<file path="src/rtl/sram_pkg.sv">
package sram_pkg;
  // per-cycle decision handed from control to datapath
  typedef struct packed {
    logic access;
    logic isWrite;
  } ctlStrobes_t;
endpackage

</file>
<file path="src/rtl/sram_burst_seq.sv">
module sram_burst_seq #(
  parameter int CNT_W = 2
) (
  input  logic [CNT_W-1:0] startLow,
  input  logic [CNT_W-1:0] count,
  input  logic             interleave,
  output logic [CNT_W-1:0] seqLow
);
  always_comb begin
    if (interleave) seqLow = startLow ^ count;
    else            seqLow = startLow + count;
  end
endmodule

</file>
<file path="src/rtl/sram_ctrl.sv">
module sram_ctrl
  import sram_pkg::*;
#(
  parameter int ADDR_W = 6,
  parameter int LANES  = 4,
  parameter int CNT_W  = 2
) (
  input  logic              clk,
  input  logic              rstN,
  input  logic [ADDR_W-1:0] addrIn,
  input  logic              selAN,
  input  logic              selB,
  input  logic              selCN,
  input  logic              procStrbN,
  input  logic              ctrlStrbN,
  input  logic              advN,
  input  logic              globalWrN,
  input  logic              byteWrEnN,
  input  logic [LANES-1:0]  laneWrN,
  input  logic              burstInterleave,
  input  logic              snooze,
  output ctlStrobes_t       stb,
  output logic [ADDR_W-1:0] accAddr,
  output logic [LANES-1:0]  laneMask,
  output logic              sleeping
);
  localparam int SNZ_STAGES = 2;

  logic [SNZ_STAGES-1:0] snzSync;
  logic                  burstActive;
  logic [ADDR_W-1:0]     burstBase;
  logic [CNT_W-1:0]      burstCnt;
  logic [CNT_W-1:0]      nextCnt;
  logic [CNT_W-1:0]      seqLow;
  logic accept, procStart, ctrlStart, startCyc, chipSel, anyLane, wrCond;

  assign sleeping = snzSync[SNZ_STAGES-1];

  sram_burst_seq #(.CNT_W(CNT_W)) uSeq (
    .startLow  (burstBase[CNT_W-1:0]),
    .count     (nextCnt),
    .interleave(burstInterleave),
    .seqLow    (seqLow)
  );

  always_comb begin
    accept    = !sleeping;
    procStart = !procStrbN && !selAN;
    ctrlStart = !ctrlStrbN && !procStart;
    startCyc  = procStart || ctrlStart;
    chipSel   = !selAN && selB && !selCN;
    anyLane   = !(&laneWrN);
    wrCond    = !globalWrN || (!byteWrEnN && anyLane);
    nextCnt   = burstCnt + CNT_W'(!advN);
    if (!globalWrN)     laneMask = '1;
    else if (!byteWrEnN) laneMask = ~laneWrN;
    else                laneMask = '0;
    stb     = '0;
    accAddr = {burstBase[ADDR_W-1:CNT_W], seqLow};
    if (accept) begin
      if (startCyc && chipSel) begin
        stb.access  = 1'b1;
        stb.isWrite = ctrlStart && wrCond;
        accAddr     = addrIn;
      end else if (!startCyc && burstActive) begin
        stb.access  = 1'b1;
        stb.isWrite = wrCond;
      end
    end
  end

  always_ff @(posedge clk or negedge rstN) begin
    if (!rstN) begin
      snzSync     <= '0;
      burstActive <= 1'b0;
      burstBase   <= '0;
      burstCnt    <= '0;
    end else begin
      snzSync <= {snzSync[SNZ_STAGES-2:0], snooze};
      if (accept) begin
        if (startCyc) begin
          if (chipSel) begin
            burstActive <= 1'b1;
            burstBase   <= addrIn;
            burstCnt    <= '0;
          end else begin
            burstActive <= 1'b0;
          end
        end else if (burstActive) begin
          burstCnt <= nextCnt;
        end
      end
    end
  end

  // a processor-strobe start never becomes a write
  a_r3_proc_reads: assert property (@(posedge clk) disable iff (!rstN)
    (!sleeping && !procStrbN && !selAN) |-> !stb.isWrite);
  // an unselecting strobe cycle closes the burst
  a_r2_deselect_closes: assert property (@(posedge clk) disable iff (!rstN)
    (!sleeping && !ctrlStrbN && procStrbN && !(!selAN && selB && !selCN)) |=> !burstActive);
  // an advance cycle in an open burst steps the counter by one
  a_r7_advance_step: assert property (@(posedge clk) disable iff (!rstN)
    (!sleeping && procStrbN && ctrlStrbN && burstActive && !advN)
      |=> burstCnt == CNT_W'($past(burstCnt) + 1'b1));
  // burst state is frozen while asleep
  a_r12_sleep_hold: assert property (@(posedge clk) disable iff (!rstN)
    sleeping |=> ($stable(burstActive) && $stable(burstCnt) && $stable(burstBase)));
endmodule

</file>
<file path="src/rtl/sram_datapath.sv">
module sram_datapath
  import sram_pkg::*;
#(
  parameter int ADDR_W    = 6,
  parameter int LANES     = 4,
  parameter int LANE_BITS = 9
) (
  input  logic                       clk,
  input  logic                       rstN,
  input  ctlStrobes_t                stb,
  input  logic [ADDR_W-1:0]          accAddr,
  input  logic [LANES-1:0]           laneMask,
  input  logic [LANES*LANE_BITS-1:0] wrData,
  input  logic                       outEnN,
  input  logic                       snooze,
  input  logic                       sleeping,
  output logic [LANES*LANE_BITS-1:0] rdData,
  output logic                       rdValid
);
  localparam int DATA_W = LANES * LANE_BITS;
  localparam int DEPTH  = 1 << ADDR_W;

  ctlStrobes_t       stageQ;
  logic [ADDR_W-1:0] addrQ;
  logic [LANES-1:0]  maskQ;
  logic [DATA_W-1:0] dataQ;
  logic [DATA_W-1:0] bitMask;
  logic [DATA_W-1:0] outReg;
  logic              outValid;
  logic [DATA_W-1:0] mem [DEPTH];

  // expand lane enables to a per-bit mask (parity bit rides with its lane)
  for (genvar i = 0; i < LANES; i++) begin : gLaneMask
    assign bitMask[i*LANE_BITS +: LANE_BITS] = {LANE_BITS{maskQ[i]}};
  end

  always_ff @(posedge clk or negedge rstN) begin
    if (!rstN) begin
      stageQ   <= '0;
      addrQ    <= '0;
      maskQ    <= '0;
      dataQ    <= '0;
      outValid <= 1'b0;
      outReg   <= '0;
    end else begin
      stageQ   <= stb;
      addrQ    <= accAddr;
      maskQ    <= laneMask;
      dataQ    <= wrData;
      outValid <= stageQ.access && !stageQ.isWrite;
      if (stageQ.access && !stageQ.isWrite) outReg <= mem[addrQ];
    end
  end

  always_ff @(posedge clk) begin
    if (stageQ.access && stageQ.isWrite)
      mem[addrQ] <= (mem[addrQ] & ~bitMask) | (dataQ & bitMask);
  end

  always_comb begin
    rdValid = outValid && !outEnN && !snooze && !sleeping;
    rdData  = rdValid ? outReg : '0;
  end

  // valid data only follows a registered read one edge earlier
  a_r6_read_latency: assert property (@(posedge clk) disable iff (!rstN)
    outValid |-> $past(stageQ.access && !stageQ.isWrite));
  // a write cycle in the pipeline never yields read data next
  a_r10_write_no_output: assert property (@(posedge clk) disable iff (!rstN)
    (stageQ.access && stageQ.isWrite) |=> !outValid);
  // output enable high keeps the bus quiet
  a_r11_oe_blank: assert property (@(posedge clk) disable iff (!rstN)
    outEnN |-> (rdData == '0));
endmodule

</file>
<file path="src/rtl/sync_burst_sram.sv">
module sync_burst_sram
  import sram_pkg::*;
#(
  parameter int ADDR_W    = 6,
  parameter int LANES     = 4,
  parameter int LANE_BITS = 9,
  parameter int CNT_W     = 2
) (
  input  logic                       clk,
  input  logic                       rstN,
  input  logic [ADDR_W-1:0]          addrIn,
  input  logic                       selAN,
  input  logic                       selB,
  input  logic                       selCN,
  input  logic                       procStrbN,
  input  logic                       ctrlStrbN,
  input  logic                       advN,
  input  logic                       globalWrN,
  input  logic                       byteWrEnN,
  input  logic [LANES-1:0]           laneWrN,
  input  logic                       burstInterleave,
  input  logic                       outEnN,
  input  logic                       snooze,
  input  logic [LANES*LANE_BITS-1:0] wrData,
  output logic [LANES*LANE_BITS-1:0] rdData,
  output logic                       rdValid
);
  ctlStrobes_t       stb;
  logic [ADDR_W-1:0] accAddr;
  logic [LANES-1:0]  laneMask;
  logic              sleeping;

  sram_ctrl #(.ADDR_W(ADDR_W), .LANES(LANES), .CNT_W(CNT_W)) uCtrl (
    .clk(clk), .rstN(rstN), .addrIn(addrIn), .selAN(selAN), .selB(selB),
    .selCN(selCN), .procStrbN(procStrbN), .ctrlStrbN(ctrlStrbN), .advN(advN),
    .globalWrN(globalWrN), .byteWrEnN(byteWrEnN), .laneWrN(laneWrN),
    .burstInterleave(burstInterleave), .snooze(snooze), .stb(stb),
    .accAddr(accAddr), .laneMask(laneMask), .sleeping(sleeping)
  );

  sram_datapath #(.ADDR_W(ADDR_W), .LANES(LANES), .LANE_BITS(LANE_BITS)) uData (
    .clk(clk), .rstN(rstN), .stb(stb), .accAddr(accAddr), .laneMask(laneMask),
    .wrData(wrData), .outEnN(outEnN), .snooze(snooze), .sleeping(sleeping),
    .rdData(rdData), .rdValid(rdValid)
  );
endmodule

</file>
<file path="config.mk">
export PLATFORM = sky130hd
export DESIGN_NAME = sync_burst_sram
export DESIGN_NICKNAME = d
export VERILOG_FILES = /design/src/rtl/sram_pkg.sv /design/src/rtl/sram_burst_seq.sv /design/src/rtl/sram_ctrl.sv /design/src/rtl/sram_datapath.sv /design/src/rtl/sync_burst_sram.sv
export SDC_FILE = /design/constraint.sdc
export NUM_CORES = 2
export LEC_CHECK = 0
export BUFFER_PORTS_ARGS = -buffer_cell sky130_fd_sc_hd__buf_2
export CAP_MARGIN = 20
export CORE_ASPECT_RATIO = 2
export CORE_MARGIN = 2
export CORE_UTILIZATION = 65
export DETAILED_ROUTE_END_ITERATION = 12
export PLACE_DENSITY = 0.91
export SETUP_SLACK_MARGIN = 0.2
export SLEW_MARGIN = 15
export SYNTH_ARGS = -nofsm -noshare
export SYNTH_HDL_FRONTEND = slang
export SYNTH_HIERARCHICAL = 1
export SYNTH_SLANG_ARGS = --single-unit
</file>
<file path="constraint.sdc">
create_clock -name clk -period 13.19 [get_ports clk]
set_clock_uncertainty 0.05 [all_clocks]
set_input_delay 1.319 -clock clk [delete_from_list [all_inputs] [get_ports clk]]
set_output_delay 1.319 -clock clk [all_outputs]
set_load 0.01 [all_outputs]
</file>
==> impl_metrics.toml, run 1 <==
[run_status]
run_status = "did not finish"
stop_stage = "5_1_grt"
error = "[ERROR GRT-0232] Routing congestion too high. Check the congestion heatmap in the GUI."

[logic_synthesis]
synth_top_area_frac = 0.765
ys_seq_area_frac = 0.791
synth_cell_types = 70
synth_area_leaders = "edfxtp_1 76%, a22oi_1 4.8%, dfrtp_1 2.7%"
synth-edff-count = 2304
avgSynthCellArea_sq_um = 17.6
yosysWarnings = 6
synth_top_area_cell = "edfxtp_1"
synth_cells = 5149
syn-cell-area_sq_um = 90400
syn_nets = 5210
async_flop_share = 0.0400
ys.flop_type = "edfxtp_1"
ys_ff_latch = 2400

[clock_tree]
cts_buffer_depth = 4
cts.sinks = 2400
cts_root_buffer = "clkbuf_16"
htree_num_levels = 4
ctsHoldBuffers = 0
ctsResizeCount = 0
cts-buffers-inserted = 179
postCtsSetupBuffers = 0

[floorplanning]
num_rows = 193
start_util = 0.655
dieWidth_um = 268
dieHeight_um = 532
num_io_pins = 96

[place]
dp_slack_ns = 7.01
place_congestion = 0.977
portBuffers = 95
dpl_cell_area_sq_um = 94400
placedCellCount = 6916
place_hpwl_mm = 164

[global_routing]
grt_use_total = 0.722
antenna_found_initial = 77
grt_max_degree = 134
overflow = 70
[Yosys cell counts (all sizes together) (18+ instances only)]
master / count
edfxtp: 2304
a22oi: 578
o22ai: 236
clkbuf: 215
nor2: 205
buf: 172
mux2i: 167
a221oi: 118
a21oi: 105
a31oi: 104
dfrtp: 96
a22o: 92
nor3: 75
mux2: 67
a221o: 66
nand2: 59
nand3: 55
o22a: 52
nand3b: 51
a222oi: 48
and2: 42
nor4: 40
or3b: 36
or3: 18
or4: 18
[per-layer routing]
layer  track usage  overflow
met1         0.673         7
met2         0.838        22
met3         0.687         9
met4         0.661        31
met5         0.596         1
[stage by stage]
stage	util	hold WS, ns
after floorplan	-	0.281
after global placement	0.682	0.289
after detailed placement	0.683	0.297
after CTS	0.726	0.336
[cells by family after synthesis]
logic type	after synthesis	share of synthesized area
flip-flops	2400	0.791
AO/OA/AOI/OAI	1457	0.121
AND/OR/NAND/NOR	650	0.0392
buffers and inverters	397	0.0187
multiplexers	240	0.0287
XOR/XNOR	3	0.000291
adder cells (fa/ha/maj)	2	0.000277
==> inputs of run 2 (changes only) <==
- CORE_ASPECT_RATIO: 2 -> unset
- CORE_UTILIZATION: 65 -> 40
- PLACE_DENSITY: 0.91 -> unset
- PLACE_DENSITY_LB_ADDON: unset -> 0.15
- SETUP_SLACK_MARGIN: 0.2 -> unset
==> run 2 against run 1 <==
  * The flow now finishes without violations
  * Synthesized area unchanged
  * Synthesized cell count unchanged
==> impl_metrics.toml, run 2 <==
[run_status]
run_status = "complete, no violations"

[logic_synthesis]
synth_top_area_frac = 0.765
syn-cell-area_sq_um = 90400
synth_cell_types = 70
ys_ff_latch = 2400
synth-edff-count = 2304
synth_cells = 5149
syn_nets = 5210
avgSynthCellArea_sq_um = 17.6
yosysMostFrequentCell = "edfxtp_1"
synth_top_area_cell = "edfxtp_1"
ys.flop_type = "edfxtp_1"
synth_common_cells = "2304 x edfxtp_1, 577 x a22oi_1, 236 x o22ai_1"
ys_seq_area_frac = 0.791
synth_area_leaders = "edfxtp_1 76%, a22oi_1 4.8%, dfrtp_1 2.7%"
async_flop_share = 0.0400
yosysWarnings = 6

[route]
avgRoutedWirePerCell_um = 36.3
dr.pass1.iters = 5
vias_per_cell = 6.32
drcViolationCount = 0
drtAntennaViolNets = 0
routed-via-count = 53800
routed_wl_mm = 309
drt_iter0_markers = 7436

[power]
p_comb_frac = 0.257
leakage_nw = 32.2
power.total_mw = 21.3
powerDensity_nw_per_um2 = 206
power_frac_seq = 0.435
power.internal_mw = 14.2
clkPwrFrac = 0.308
p_sw_mw = 7.04
swShare = 0.331
peakVddDrop_mv = 0.183

[clock_tree]
htree_num_levels = 4
cts-buffers-inserted = 238
cts_root_buffer = "clkbuf_16"
postCtsSetupBuffers = 0
ctsResizeCount = 0
path_clk_slew_ns = 0.06
ctsHoldBuffers = 0
clk_latency_ns = 0.90
cts_tree = "yes"
cts.sinks = 2400
cts_buffer_depth = 3

[min_path]
hp-class = "flop to flop"
hold_path.startpoint = "uCtrl/snzSync[0]"

[place]
dp_slack_ns = 7.39
place_congestion = 0.831
portBuffers = 95
place_hpwl_mm = 168

[finish]
largest_register_ffs = 2304
top_regs = "uData/mem (2304), uData/dataQ (36), uData/outReg (36)"
fin_util = 0.460
drive_above_1_share = 0.166
seqCellArea_sq_um = 71600
regMostFlops = "uData/mem"
layout_common_cells = "2304 x edfxtp_1, 577 x a22oi_1, 243 x clkbuf_16"
layout.nets = 5378
final_common_cell = "edfxtp_1"
syn_to_final_growth_pct = 14.4
multi_input_area_sq_um = 18400
nFillCells = 19200

[floorplanning]
num_rows = 174
num_io_pins = 96
start_util = 0.402
dieHeight_um = 480
core_sq_um = 225000
dieArea_sq_um = 230000
dieWidth_um = 480

[setup_path]
critical_path.startpoint = "uData/addrQ[2]"
worst_setup_path_start_kind = "flop"
cp.required_ns = 13.69
arrival_ns = 6.55
end_kind = "flop"
critPathMaxFanout = 85
worstReg2RegStart = "uData/addrQ[2]"
critPathKind = "flop to flop"

[run]
maxCapViolations = 0

[timing]
rsz0062_at_grt = "false"
hold_viol = 0
setup_tns_ns = 0
relSlewSlack = 0.208
period_minus_slack_ns = 6.05
drv_slew = 0
fmax_ghz = 0.165
fin_crit_sh = 0.459
worstMarginPinSlew_ns = 1.18
holdWs_ns = 0.316
final.setup.worst_slack_ns = 7.14
finalSetupViolCount = 0

[global_routing]
grt_max_degree = 102
antenna_found_initial = 18
grt_pass1_wl_mm = 425
grt_use_total = 0.264
overflow = 0
grt_pass1_vias = 51600
## run 2: per-layer routing
| layer | vias to the layer above | GRT usage | routed length (um) |
|---|---|---|---|
| li1 | 21900 | - | - |
| met1 | 28800 | 0.372 | 127000 |
| met2 | 2722 | 0.417 | 145000 |
| met3 | 490 | 0.0463 | 26800 |
| met4 | 6 | 0.0884 | 10400 |
| met5 | - | 0 | 41 |
## run 2: layout make-up
cell class,instances,share of cell area
timing repair buffer,315,0.0213
tap,2992,0.0362
sequential,2400,0.692
antenna,11,0.000266
inverter,10,0.000363
clock buffer,305,0.0611
multi-input combinational,2352,0.178
clock inverter,135,0.0110
## run 2: cells by family after synthesis
| logic type | synth area share |
|---|---|
| simple gates | 0.0392 |
| flops | 0.791 |
| compound gates | 0.121 |
| buf+inv | 0.0187 |
| xor+xnor | 0.000291 |
| fa+ha+maj | 0.000277 |
| mux | 0.0287 |
## run 2: final timing paths
| kind | endpoint | slack, ns | depth (start not counted) |
|---|---|---|---|
| worst max-delay path | uData/mem[4][33] | 7.14 | 11 |
| worst min-delay path | uCtrl/snzSync[1] | 0.32 | 0 |
| worst max register to register | uData/mem[4][33] | 7.14 | 11 |
| worst min register to register | uCtrl/snzSync[1] | 0.32 | 0 |
| max in group asynchronous | uData/addrQ[1] | 10.92 | 2 |
| min in group asynchronous | uCtrl/snzSync[0] | 0.40 | 1 |
## run 2: critical path, cell delays in order (launching register included)
cell and delay, ns:
dfrtp_4 0.67, buf_4 0.51, buf_4 0.50, nor2b_4 0.06, buf_4 0.33, buf_12 0.35, a32oi_1 0.35, a31oi_1 0.23
or4_1 0.61, nor3_2 0.91, a31oi_4 0.40, buf_4 0.40
## run 2: stage by stage
| step | area [sq um] | std cells |
|---|---|---|
| 3_3_place_gp | 95900 | 8067 |
| 5_1_grt | 103000 | 8511 |
| 2_1_floorplan | 90400 | 5149 |
| 4_1_cts | 103000 | 8508 |
| 6_report | 103000 | 8520 |
| 3_5_place_dp | 96000 | 8068 |
## run 2: power groups by stage
stage | sequential [mW] | clock, mW | combinational, mW
final | 9.25 | 6.57 | 5.46
after global routing | 9.25 | 6.94 | 5.70
after CTS | 9.25 | 6.66 | 5.39
after detailed placement | 9.41 | 0 | 5.39
after global placement | 9.41 | 0 | 5.35
after floorplan | 9.33 | 0 | 3.01
(Power assumes the default switching activity.)
